File: config.mk
export PLATFORM = sky130hd
export DESIGN_NAME = ecc_fifo_monitor
export DESIGN_NICKNAME = d
export VERILOG_FILES = /design/src/rtl/ecc_mon_pkg.sv /design/src/rtl/ecc_sat_counter.sv /design/src/rtl/ecc_mon_ctrl.sv /design/src/rtl/ecc_mon_datapath.sv /design/src/rtl/ecc_fifo_monitor.sv
export SDC_FILE = /design/constraint.sdc
export NUM_CORES = 1
export LEC_CHECK = 0
export BUFFER_PORTS_ARGS = -buffer_cell sky130_fd_sc_hd__buf_4
export CAP_MARGIN = 40
export CELL_PAD_IN_SITES_DETAIL_PLACEMENT = 0
export CELL_PAD_IN_SITES_GLOBAL_PLACEMENT = 1
export CORE_MARGIN = 3
export CORE_UTILIZATION = 40
export DETAILED_ROUTE_END_ITERATION = 7
export GPL_TIMING_DRIVEN = 0
export MAX_ROUTING_LAYER = met4
export PLACE_DENSITY = 0.78
export SLEW_MARGIN = 20
export SYNTH_ARGS = -nofsm -noshare
export SYNTH_HDL_FRONTEND = slang
export SYNTH_SLANG_ARGS = --single-unit
File: constraint.sdc
create_clock -name clk -period 2.6 [get_ports clk]
set_input_delay 0 -clock clk [delete_from_list [all_inputs] [get_ports clk]]
set_output_delay 0 -clock clk [all_outputs]
set_load 0.01 [all_outputs]
File: src/rtl/ecc_mon_pkg.sv
package ecc_mon_pkg;

  // number of Hamming check bits needed for a payload width
  function automatic int chkBitsFor(int dataW);
    for (int p = 1; p < 16; p++) begin
      if ((1 << p) >= dataW + p + 1) return p;
    end
    return 16;
  endfunction

  // codeword index of payload bit j (skips 0 and power-of-two indices)
  function automatic int payloadPos(int j);
    int seen;
    seen = 0;
    for (int i = 1; i < 4096; i++) begin
      if ((i & (i - 1)) != 0) begin
        if (seen == j) return i;
        seen++;
      end
    end
    return 0;
  endfunction

  typedef struct packed {
    logic fixOne;   // repair the indicated bit and count a single error
    logic flagTwo;  // mark beat unrepairable and count a double error
  } eccStrobe_t;

endpackage

File: src/rtl/ecc_sat_counter.sv
module ecc_sat_counter #(
  parameter int CNT_W = 16
) (
  input  logic             clk,
  input  logic             rstN,
  input  logic             clear,
  input  logic             inc,
  output logic [CNT_W-1:0] count
);
  localparam logic [CNT_W-1:0] TOP = '1;

  always_ff @(posedge clk or negedge rstN) begin
    if (!rstN)                   count <= '0;
    else if (clear)              count <= '0;
    else if (inc && count != TOP) count <= count + 1'b1;
  end
endmodule

File: src/rtl/ecc_mon_ctrl.sv
module ecc_mon_ctrl
  import ecc_mon_pkg::*;
#(
  parameter int CHK_W  = 6,
  parameter int CODE_W = 39
) (
  input  logic             rdValid,
  input  logic             eccEn,
  input  logic [CHK_W-1:0] syndrome,
  input  logic             parOdd,
  output eccStrobe_t       strobe
);
  logic act;
  logic inRange;

  always_comb begin
    act     = rdValid && eccEn;
    inRange = int'(syndrome) < CODE_W;
    strobe.fixOne  = act && parOdd && inRange;
    strobe.flagTwo = act && ((!parOdd && syndrome != '0) || (parOdd && !inRange));
  end
endmodule

File: src/rtl/ecc_mon_datapath.sv
module ecc_mon_datapath
  import ecc_mon_pkg::*;
#(
  parameter int DATA_W = 32,
  parameter int CHK_W  = 6,
  parameter int CODE_W = 39,
  parameter int CNT_W  = 16
) (
  input  logic               clk,
  input  logic               rstN,
  input  logic               rdValid,
  input  logic [CODE_W-1:0]  rdCode,
  input  eccStrobe_t         strobe,
  input  logic               cntClear,
  input  logic [1:0]         intClear,
  output logic [CHK_W-1:0]   syndrome,
  output logic               parOdd,
  output logic               outValid,
  output logic [DATA_W-1:0]  outData,
  output logic               outUncorr,
  output logic [2*CNT_W-1:0] errCount,
  output logic               irqSingle,
  output logic               irqDouble
);
  logic [CODE_W-1:0] flipMask;
  logic [CODE_W-1:0] fixedCode;
  logic [DATA_W-1:0] payload;
  logic [1:0]        incVec;
  logic [1:0]        irqVec;

  always_comb begin
    syndrome = '0;
    for (int i = 1; i < CODE_W; i++) begin
      if (rdCode[i]) syndrome = syndrome ^ CHK_W'(i);
    end
    parOdd    = ^rdCode;
    flipMask  = strobe.fixOne ? (CODE_W'(1) << syndrome) : '0;
    fixedCode = rdCode ^ flipMask;
  end

  for (genvar j = 0; j < DATA_W; j++) begin : g_extract
    assign payload[j] = fixedCode[payloadPos(j)];
  end

  always_ff @(posedge clk or negedge rstN) begin
    if (!rstN) begin
      outValid  <= 1'b0;
      outData   <= '0;
      outUncorr <= 1'b0;
    end else begin
      outValid  <= rdValid;
      outUncorr <= strobe.flagTwo;
      if (rdValid) outData <= payload;
    end
  end

  assign incVec = {strobe.flagTwo, strobe.fixOne};

  for (genvar c = 0; c < 2; c++) begin : g_class
    ecc_sat_counter #(.CNT_W(CNT_W)) u_cnt (
      .clk   (clk),
      .rstN  (rstN),
      .clear (cntClear),
      .inc   (incVec[c]),
      .count (errCount[c*CNT_W +: CNT_W])
    );

    always_ff @(posedge clk or negedge rstN) begin
      if (!rstN) irqVec[c] <= 1'b0;
      else       irqVec[c] <= (irqVec[c] && !intClear[c]) || incVec[c];
    end
  end

  assign irqSingle = irqVec[0];
  assign irqDouble = irqVec[1];
endmodule

File: src/rtl/ecc_fifo_monitor.sv
module ecc_fifo_monitor
  import ecc_mon_pkg::*;
#(
  parameter int DATA_W = 32,
  parameter int CNT_W  = 16,
  localparam int CHK_W  = chkBitsFor(DATA_W),
  localparam int CODE_W = DATA_W + CHK_W + 1
) (
  input  logic               clk,
  input  logic               rstN,
  input  logic               eccEn,
  input  logic               rdValid,
  input  logic [CODE_W-1:0]  rdCode,
  input  logic               cntClear,
  input  logic [1:0]         intClear,
  output logic               outValid,
  output logic [DATA_W-1:0]  outData,
  output logic               outUncorr,
  output logic [2*CNT_W-1:0] errCount,
  output logic               irqSingle,
  output logic               irqDouble
);
  eccStrobe_t       strobe;
  logic [CHK_W-1:0] syndrome;
  logic             parOdd;

  ecc_mon_ctrl #(.CHK_W(CHK_W), .CODE_W(CODE_W)) u_ctrl (
    .rdValid  (rdValid),
    .eccEn    (eccEn),
    .syndrome (syndrome),
    .parOdd   (parOdd),
    .strobe   (strobe)
  );

  ecc_mon_datapath #(
    .DATA_W(DATA_W), .CHK_W(CHK_W), .CODE_W(CODE_W), .CNT_W(CNT_W)
  ) u_dp (
    .clk       (clk),
    .rstN      (rstN),
    .rdValid   (rdValid),
    .rdCode    (rdCode),
    .strobe    (strobe),
    .cntClear  (cntClear),
    .intClear  (intClear),
    .syndrome  (syndrome),
    .parOdd    (parOdd),
    .outValid  (outValid),
    .outData   (outData),
    .outUncorr (outUncorr),
    .errCount  (errCount),
    .irqSingle (irqSingle),
    .irqDouble (irqDouble)
  );
endmodule

==> impl_results.md, run 1 <==
* Post CTS Setup Buffer Count at 0
* Via count at 3828
* Max VDD drop at 395 µV
* CP max stage delay at 0.48 ns
* Final worst path period need at 2.49 ns
* Yosys Warn Count at 0
* Slew Limit Fails at 0
* Slowest CP cell: or3_4
* Post-synth EDFFs at 0
* WHS at -0.000275 ns
* Final ANT Viol Nets at 0
* Top-count cell post-synth: xnor2_1
* Tcrit/Tclk final at 0.958
* Clock buffer depth at 2
* Nature of the critical path endpoint: flip-flop
* Share of cells above drive strength 1 at 0.259
* TritonRoute pass-1 iters at 4
* Clk_lat worst skew at 0.35 ns
* Power per cell area at 663 nW/µm²
* Delay-heaviest family, CP: XOR/XNOR gates
* Global route overflow at 0
* Vias in the first global route at 3903
* Total GRT Usage at 0.208
* Worst slack, placed at -0.458 ns
* DRC violations left at 0
* Top cell type's share of synthesized area at 0.396
* Floorplan row count at 37
* Commonest cells in the netlist: 104 x xnor2_1, 88 x nor2_1, 68 x dfrtp_1
* Status: complete, but fails checks
* Largest cells by area after synthesis: dfrtp_1 40%, xnor2_1 21%, nor2_1 7.7%
* Critical-path cell list: buf_4, xnor2_1, xnor2_1, xnor2_2, xor2_4, xnor2_2, o2111ai_2, or3_4, buf_6, or3_1, a21oi_1
* IO Pins at 114
* Filler Cells Inserted at 974
* Max Fanout on Critical Path at 10
* Nets at 670
* Core Area at 10400 µm²
* Total Power at 3.94 mW
* PnR worst setup slack at 0.109 ns
* Layout area overhead at 38.5%
* Critical path class: in -> reg
* Sequential fraction of the synthesis area at 0.396
* Worst-Margin Slew at 0.700 ns
* Placed cells at 712
* Root Driver: clkbuf_8
* Routed len/inst at 15.4 µm
* ANT cells at 0
* Syn_nets at 510
* Die H at 110 µm
* CP Launch Type: input port
* Largest net degree at the start of global routing at 43
* RePlAce Congestion at 0.819
* Hold Path Class: in -> reg
* Die X at 110 µm
* Synthesized flop and latch total at 68
* Final hold violation count at 1
* Final Skew at 0.00698 ns
* Initial Utilization at 0.414
* Clock Sinks at 68
* Max_cap viols at 0
* Critical Path AT at 2.77 ns
* Total number of H-tree levels at 3
* Fraction of registers with async set/reset at 1.00
* Final Non-Filler Cells at 762
* Mapped Area at 4290 µm²
* Static leakage at 2.42 nW
* First-pass GRT wire length at 19000 µm
* Main flop type after synthesis: dfrtp_1
* Post-synth top area cell: dfrtp_1
* Netlist cell types at 43
* Failing checks: hold timing
* IO buf count at 113
* Iteration-0 DRC Markers at 190
* Total CTS buffers at 9
* Final setup fails at 0
* Drt via density at 5.02
* CTS tree: built
* Synthesized area per cell at 9.29 µm²
* Final Cell Area at 5950 µm²
* DIE AREA at 12000 µm²
* Slew Limit Headroom at 0.530
* DP Area at 5330 µm²
* Initial antenna violation count at 0
* WP data required at 2.88 ns
* Clk slew on worst S/H paths at 0.08 ns
* Syn Inst Count at 462
* Buf+Inv Stages, Crit Path at 2
* HPWL after DPL at 8690 µm
* Post-Route WL at 11800 µm
* Fmax at 401 MHz
[layout make-up]
cell class,count,area (µm²),area share
repair buffers,149,1220,0.205
multi-input cells,375,2550,0.428
clock buffers,9,124,0.0208
plain buffers,14,76.3,0.0128
inverters,5,18.8,0.00316
flip-flops and latches,68,1700,0.286
clock inverters,6,90.1,0.0152
well taps,136,170,0.0286
[what timing repair did]
item	4_1_cts	5_1_grt
pin swaps	0	1
hold endpoints to repair	103	0
hold buffers	35	0
endpoints found under the setup margin	4	13
gates resized for setup	3	4
[path summary, 6_finish.rpt]
check / start / end / slack [ns] / depth (start not counted)
max in group asynchronous: rstN / u_dp.outData[22] / 1.94 / 3
worst max register to register: u_dp.g_class[0].u_cnt.count[3] / u_dp.g_class[0].u_cnt.count[3] / 0.21 / 9
worst min-delay path: rdCode[13] / u_dp.outData[8] / -0.0003 / 3
worst min register to register: u_dp.outData[28] / u_dp.outData[28] / 0.53 / 2
worst max-delay path: rdCode[14] / u_dp.g_class[1].u_cnt.count[11] / 0.11 / 11
min in group asynchronous: rstN / u_dp.g_class[0].u_cnt.count[9] / 0.10 / 2
[cell families after synthesis]
family | Yosys count | share of synthesized area
multiplexers | 1 | 0.00233
buffers and inverters | 19 | 0.0219
flip-flops | 68 | 0.396
XOR/XNOR | 124 | 0.271
adder cells (fa/ha/maj) | 2 | 0.00583
AND/OR/NAND/NOR | 189 | 0.225
AO/OA/AOI/OAI | 59 | 0.0775
[metal layers]
| metal | up-vias | share of wire | track usage |
|---|---|---|---|
| li1 | 1876 | - | - |
| met1 | 1855 | 0.44 | 0.261 |
| met2 | 86 | 0.51 | 0.351 |
| met3 | 11 | 0.039 | 0.0352 |
| met4 | 0 | 0.011 | 0.0508 |
| met5 | - | 0 | - |
[per-stage QoR]
step | setup TNS [ns] | util
floorplan | 0 | -
global placement | -6.02 | 0.512
detailed placement | -8.43 | 0.514
CTS | 0 | 0.570
global route | -0.0117 | 0.573
finish | 0 | 0.573
[tightest hold or removal path, cell delays in order]
cell and delay, ns:
buf_4 0.11, xnor2_1 0.13, a21oi_1 0.07
[where the power goes]
| part | switching (mW) | internal, mW |
|---|---|---|
| clock network | 0.439 | 0.536 |
| logic | 1.03 | 0.735 |
| registers | 0.0590 | 1.14 |
[cells in the final DEF (no fill, tap or decap), types with 7 or more instances in the layout]
cell	synthesis	routed
a21oi_1	40	40
and3_1	9	9
buf_4	0	113
clkbuf_1	10	10
clkbuf_8	0	9
dfrtp_1	68	68
dlygate4sd3_1	0	35
nand2_1	15	15
nand3_1	20	20
nor2_1	88	88
nor3_1	8	8
nor3_2	7	7
o21ai_0	9	9
or3_1	11	11
xnor2_1	104	101
xnor2_2	4	7
xor2_1	12	11
[state kept, by name, indices dropped and copies added (netlist names)]
name / count
u_dp.outData: 32
u_dp.outValid: 1
u_dp.irqDouble: 1
u_dp.outUncorr: 1
u_dp.irqSingle: 1
u_dp.g_class.u_cnt.count: 32
(Power assumes the default switching activity.)
==> run 2, diff against run 1 <==
--- a/config.mk
+++ b/config.mk
@@ -5,16 +5,17 @@
 export SDC_FILE = /design/constraint.sdc
 export NUM_CORES = 1
 export LEC_CHECK = 0
+export ABC_AREA = 1
 export BUFFER_PORTS_ARGS = -buffer_cell sky130_fd_sc_hd__buf_4
 export CAP_MARGIN = 40
 export CELL_PAD_IN_SITES_DETAIL_PLACEMENT = 0
 export CELL_PAD_IN_SITES_GLOBAL_PLACEMENT = 1
 export CORE_MARGIN = 3
-export CORE_UTILIZATION = 40
+export CORE_UTILIZATION = 39
 export DETAILED_ROUTE_END_ITERATION = 7
 export GPL_TIMING_DRIVEN = 0
 export MAX_ROUTING_LAYER = met4
-export PLACE_DENSITY = 0.78
+export PLACE_DENSITY_LB_ADDON = 0.1
 export SLEW_MARGIN = 20
 export SYNTH_ARGS = -nofsm -noshare
 export SYNTH_HDL_FRONTEND = slang
==> constraint.sdc (replaced) <==
create_clock -name clk -period 2.6 [get_ports clk]
set_input_delay 0 -clock clk [delete_from_list [all_inputs] [get_ports clk]]
set_output_delay 0 -clock clk [all_outputs]
set_load 0.02 [all_outputs]
==> impl_results.md, run 2 <==
* Syn Inst Count at 906
* Slew Limit Headroom at 0.629
* R2r setup slk at 0.26 ns
* Switching share of power at 0.372
* Netlist cell types at 37
* IO Pins at 114
* HPWL after DPL at 14000 µm
* Die H at 127 µm
* Tcrit/Tclk final at 0.930
* Largest registers: u_dp.g_class.u_cnt.count x32, u_dp.outData x32
* Total CTS buffers at 9
* Static leakage at 3.91 nW
* Nets at 1089
* Post-synth top area cell: dfrtp_1
* Commonest cells after routing, fill and taps aside: 371 x nand2_1, 118 x buf_4, 106 x nand3_1
* Initial Utilization at 0.406
* Post-Route WL at 17800 µm
* Die X at 127 µm
* Largest cells by area after synthesis: dfrtp_1 30%, nand2_1 24%, nand3_1 9.2%
* Combinational power share at 0.358
* DP Area at 6800 µm²
* Slew Limit Fails at 0
* Synthesized area per cell at 6.34 µm²
* DRC violations left at 0
* Status: completed
* Top cell type's share of synthesized area at 0.296
* Clock buffer depth at 2
* Worst-Margin Slew at 0.557 ns
* Global route overflow at 0
* Clk_lat worst skew at 0.33 ns
* Final setup fails at 0
* CP Launch Type: input port
* Seq pwr share at 0.309
* Reg-to-reg critical path endpoint: u_dp.g_class[1].u_cnt.count[6]
* Max VDD drop at 332 µV
* Critical Path AT at 2.63 ns
* Drt via density at 4.98
* Post-Route Utilization at 0.515
* Final hold violation count at 0
* Main flop type after synthesis: dfrtp_1
* Power per cell area at 514 nW/µm²
* Final Cell Area at 7290 µm²
* Mapped Area at 5750 µm²
* Clk slew on worst S/H paths at 0.06 ns
* Synthesized flop and latch total at 68
* Fmax at 414 MHz
* Final worst path period need at 2.42 ns
* Critical path class: in -> reg
* ANT cells at 0
* Layout area overhead at 26.9%
* TritonRoute pass-1 iters at 6
* Post-synth EDFFs at 0
* Final ANT Viol Nets at 0
* Sequential fraction of the synthesis area at 0.296
* Root Driver: clkbuf_16
* Multi-input logic area at 3480 µm²
* Nature of the critical path endpoint: flip-flop
* Hold Path Class: in -> reg
* Worst Setup SP: rdCode[38]
* Commonest cells in the netlist: 373 x nand2_1, 106 x nand3_1, 90 x inv_1
* Storage cell area at 1700 µm²
* Internal at 2.36 mW
* CTS tree: built
* R2R cell count at 11
* Total GRT Usage at 0.226
* Max_cap viols at 0
* FF-to-FF Start: u_dp.g_class[1].u_cnt.count[0]
* Syn_nets at 954
* Core Area at 14100 µm²
* Fraction of registers with async set/reset at 1.00
* Yosys Warn Count at 0
* Vias in the first global route at 5522
* WP data required at 2.82 ns
* Psw at 1.40 mW
* Via count at 6103
* Commonest non-fill, non-tap cell in the layout: nand2_1
* Clock Sinks at 68
* Sum Neg Setup Slack at 0 ns
* Total number of H-tree levels at 3
* WHS at 0.00606 ns
* IO buf count at 107
* PnR worst setup slack at 0.182 ns
* Crit path to: u_dp.outData[30]
* DIE AREA at 16200 µm²
* Final Skew at 0.00432 ns
* Initial antenna violation count at 0
* RePlAce Congestion at 0.975
* Max Fanout on Critical Path at 10
* Filler Cells Inserted at 1466
* Top-count cell post-synth: nand2_1
* First-pass GRT wire length at 28500 µm
* Worst slack, placed at 0.159 ns
* Iteration-0 DRC Markers at 307
* Share of cells above drive strength 1 at 0.207
* Largest net degree at the start of global routing at 53
* Floorplan row count at 43
* Clk pwr share at 0.332
* Routed len/inst at 14.5 µm
run 2: cell count changes after synthesis, moves of 11 or more:
cell,delta
nand3_1,+86
a21oi_1,-38
nand4_1,+37
xor2_1,+18
nor2_1,-39
nand2_2,+14
inv_1,+85
nand2_1,+358
nand3_2,+12
xnor2_1,-88
or3_1,-11
run 2: timing repair:
action | in CTS | in global routing
endpoints found under the setup margin | 0 | 58
buffers inserted | 0 | 8
hold buffers | 8 | 0
gates resized for setup | 0 | 18
hold endpoints to repair | 77 | 0
run 2: cells by family after synthesis:
kind of cell | synth area share
AOI/OAI and AO/OA | 0.0300
buffers and inverters | 0.103
DFF | 0.296
xor gates and xnor gates | 0.0777
adders and majority gates | 0.00435
and+or+nand+nor | 0.489
run 2: worst max-delay path, cell delays in order:
cell and delay (ns):
dlygate4sd3_1 0.53, buf_4 0.16, inv_1 0.09, nand3_1 0.10, nand2_1 0.06, nand2_1 0.04
nand2_1 0.16, inv_1 0.08, nand2_1 0.09, nand2_1 0.05, nand2_1 0.07, nand2_2 0.10
nor2_4 0.19, nand2_1 0.10, nand2_2 0.13, nor2_4 0.05, buf_6 0.14, buf_6 0.15
nand3_1 0.07, nand2_1 0.05, nand3_1 0.13, nand2_1 0.07
run 2: worst min path at each step:
stage	to	cells past startpoint	from
2_1_floorplan	u_dp.g_class[0].u_cnt.count[0]	0	rstN
3_3_place_gp	u_dp.outValid	1	rdValid
3_5_place_dp	u_dp.outData[21]	1	rstN
4_1_cts	u_dp.outData[28]	4	rdCode[35]
5_1_grt	u_dp.outData[28]	4	rdCode[35]
6_report	u_dp.outData[28]	4	rdCode[35]
run 2: per-layer routing:
layer,part of all wire,routed length (µm),GRT usage,up-vias
met5,0,0,-,-
met4,0.016,282,0.0505,0
met1,0.48,8640,0.319,2726
li1,-,-,-,3151
met3,0.067,1190,0.0456,24
met2,0.43,7710,0.334,202
run 2: layout make-up:
cell class	instances	area share
multi-input cells	704	0.478
flip-flops and latches	68	0.233
repair buffers	124	0.133
inverters	100	0.0522
clock buffers	12	0.0352
well taps	180	0.0309
plain buffers	34	0.0307
clock inverters	4	0.00652
run 2: power groups by stage:
stage,Combinational (mW),Sequential (mW),Clock (mW)
finish,1.34,1.16,1.25
global route,1.48,1.17,1.32
CTS,1.30,1.16,1.28
detailed placement,1.29,1.18,0
global placement,1.29,1.18,0
floorplan,0.778,1.25,0
run 2: stage by stage:
step | instances | total power, mW
after floorplan | 906 | 2.03
after global placement | 1193 | 2.47
after detailed placement | 1194 | 2.47
after CTS | 1218 | 3.74
after global routing | 1226 | 3.97
final | 1226 | 3.75
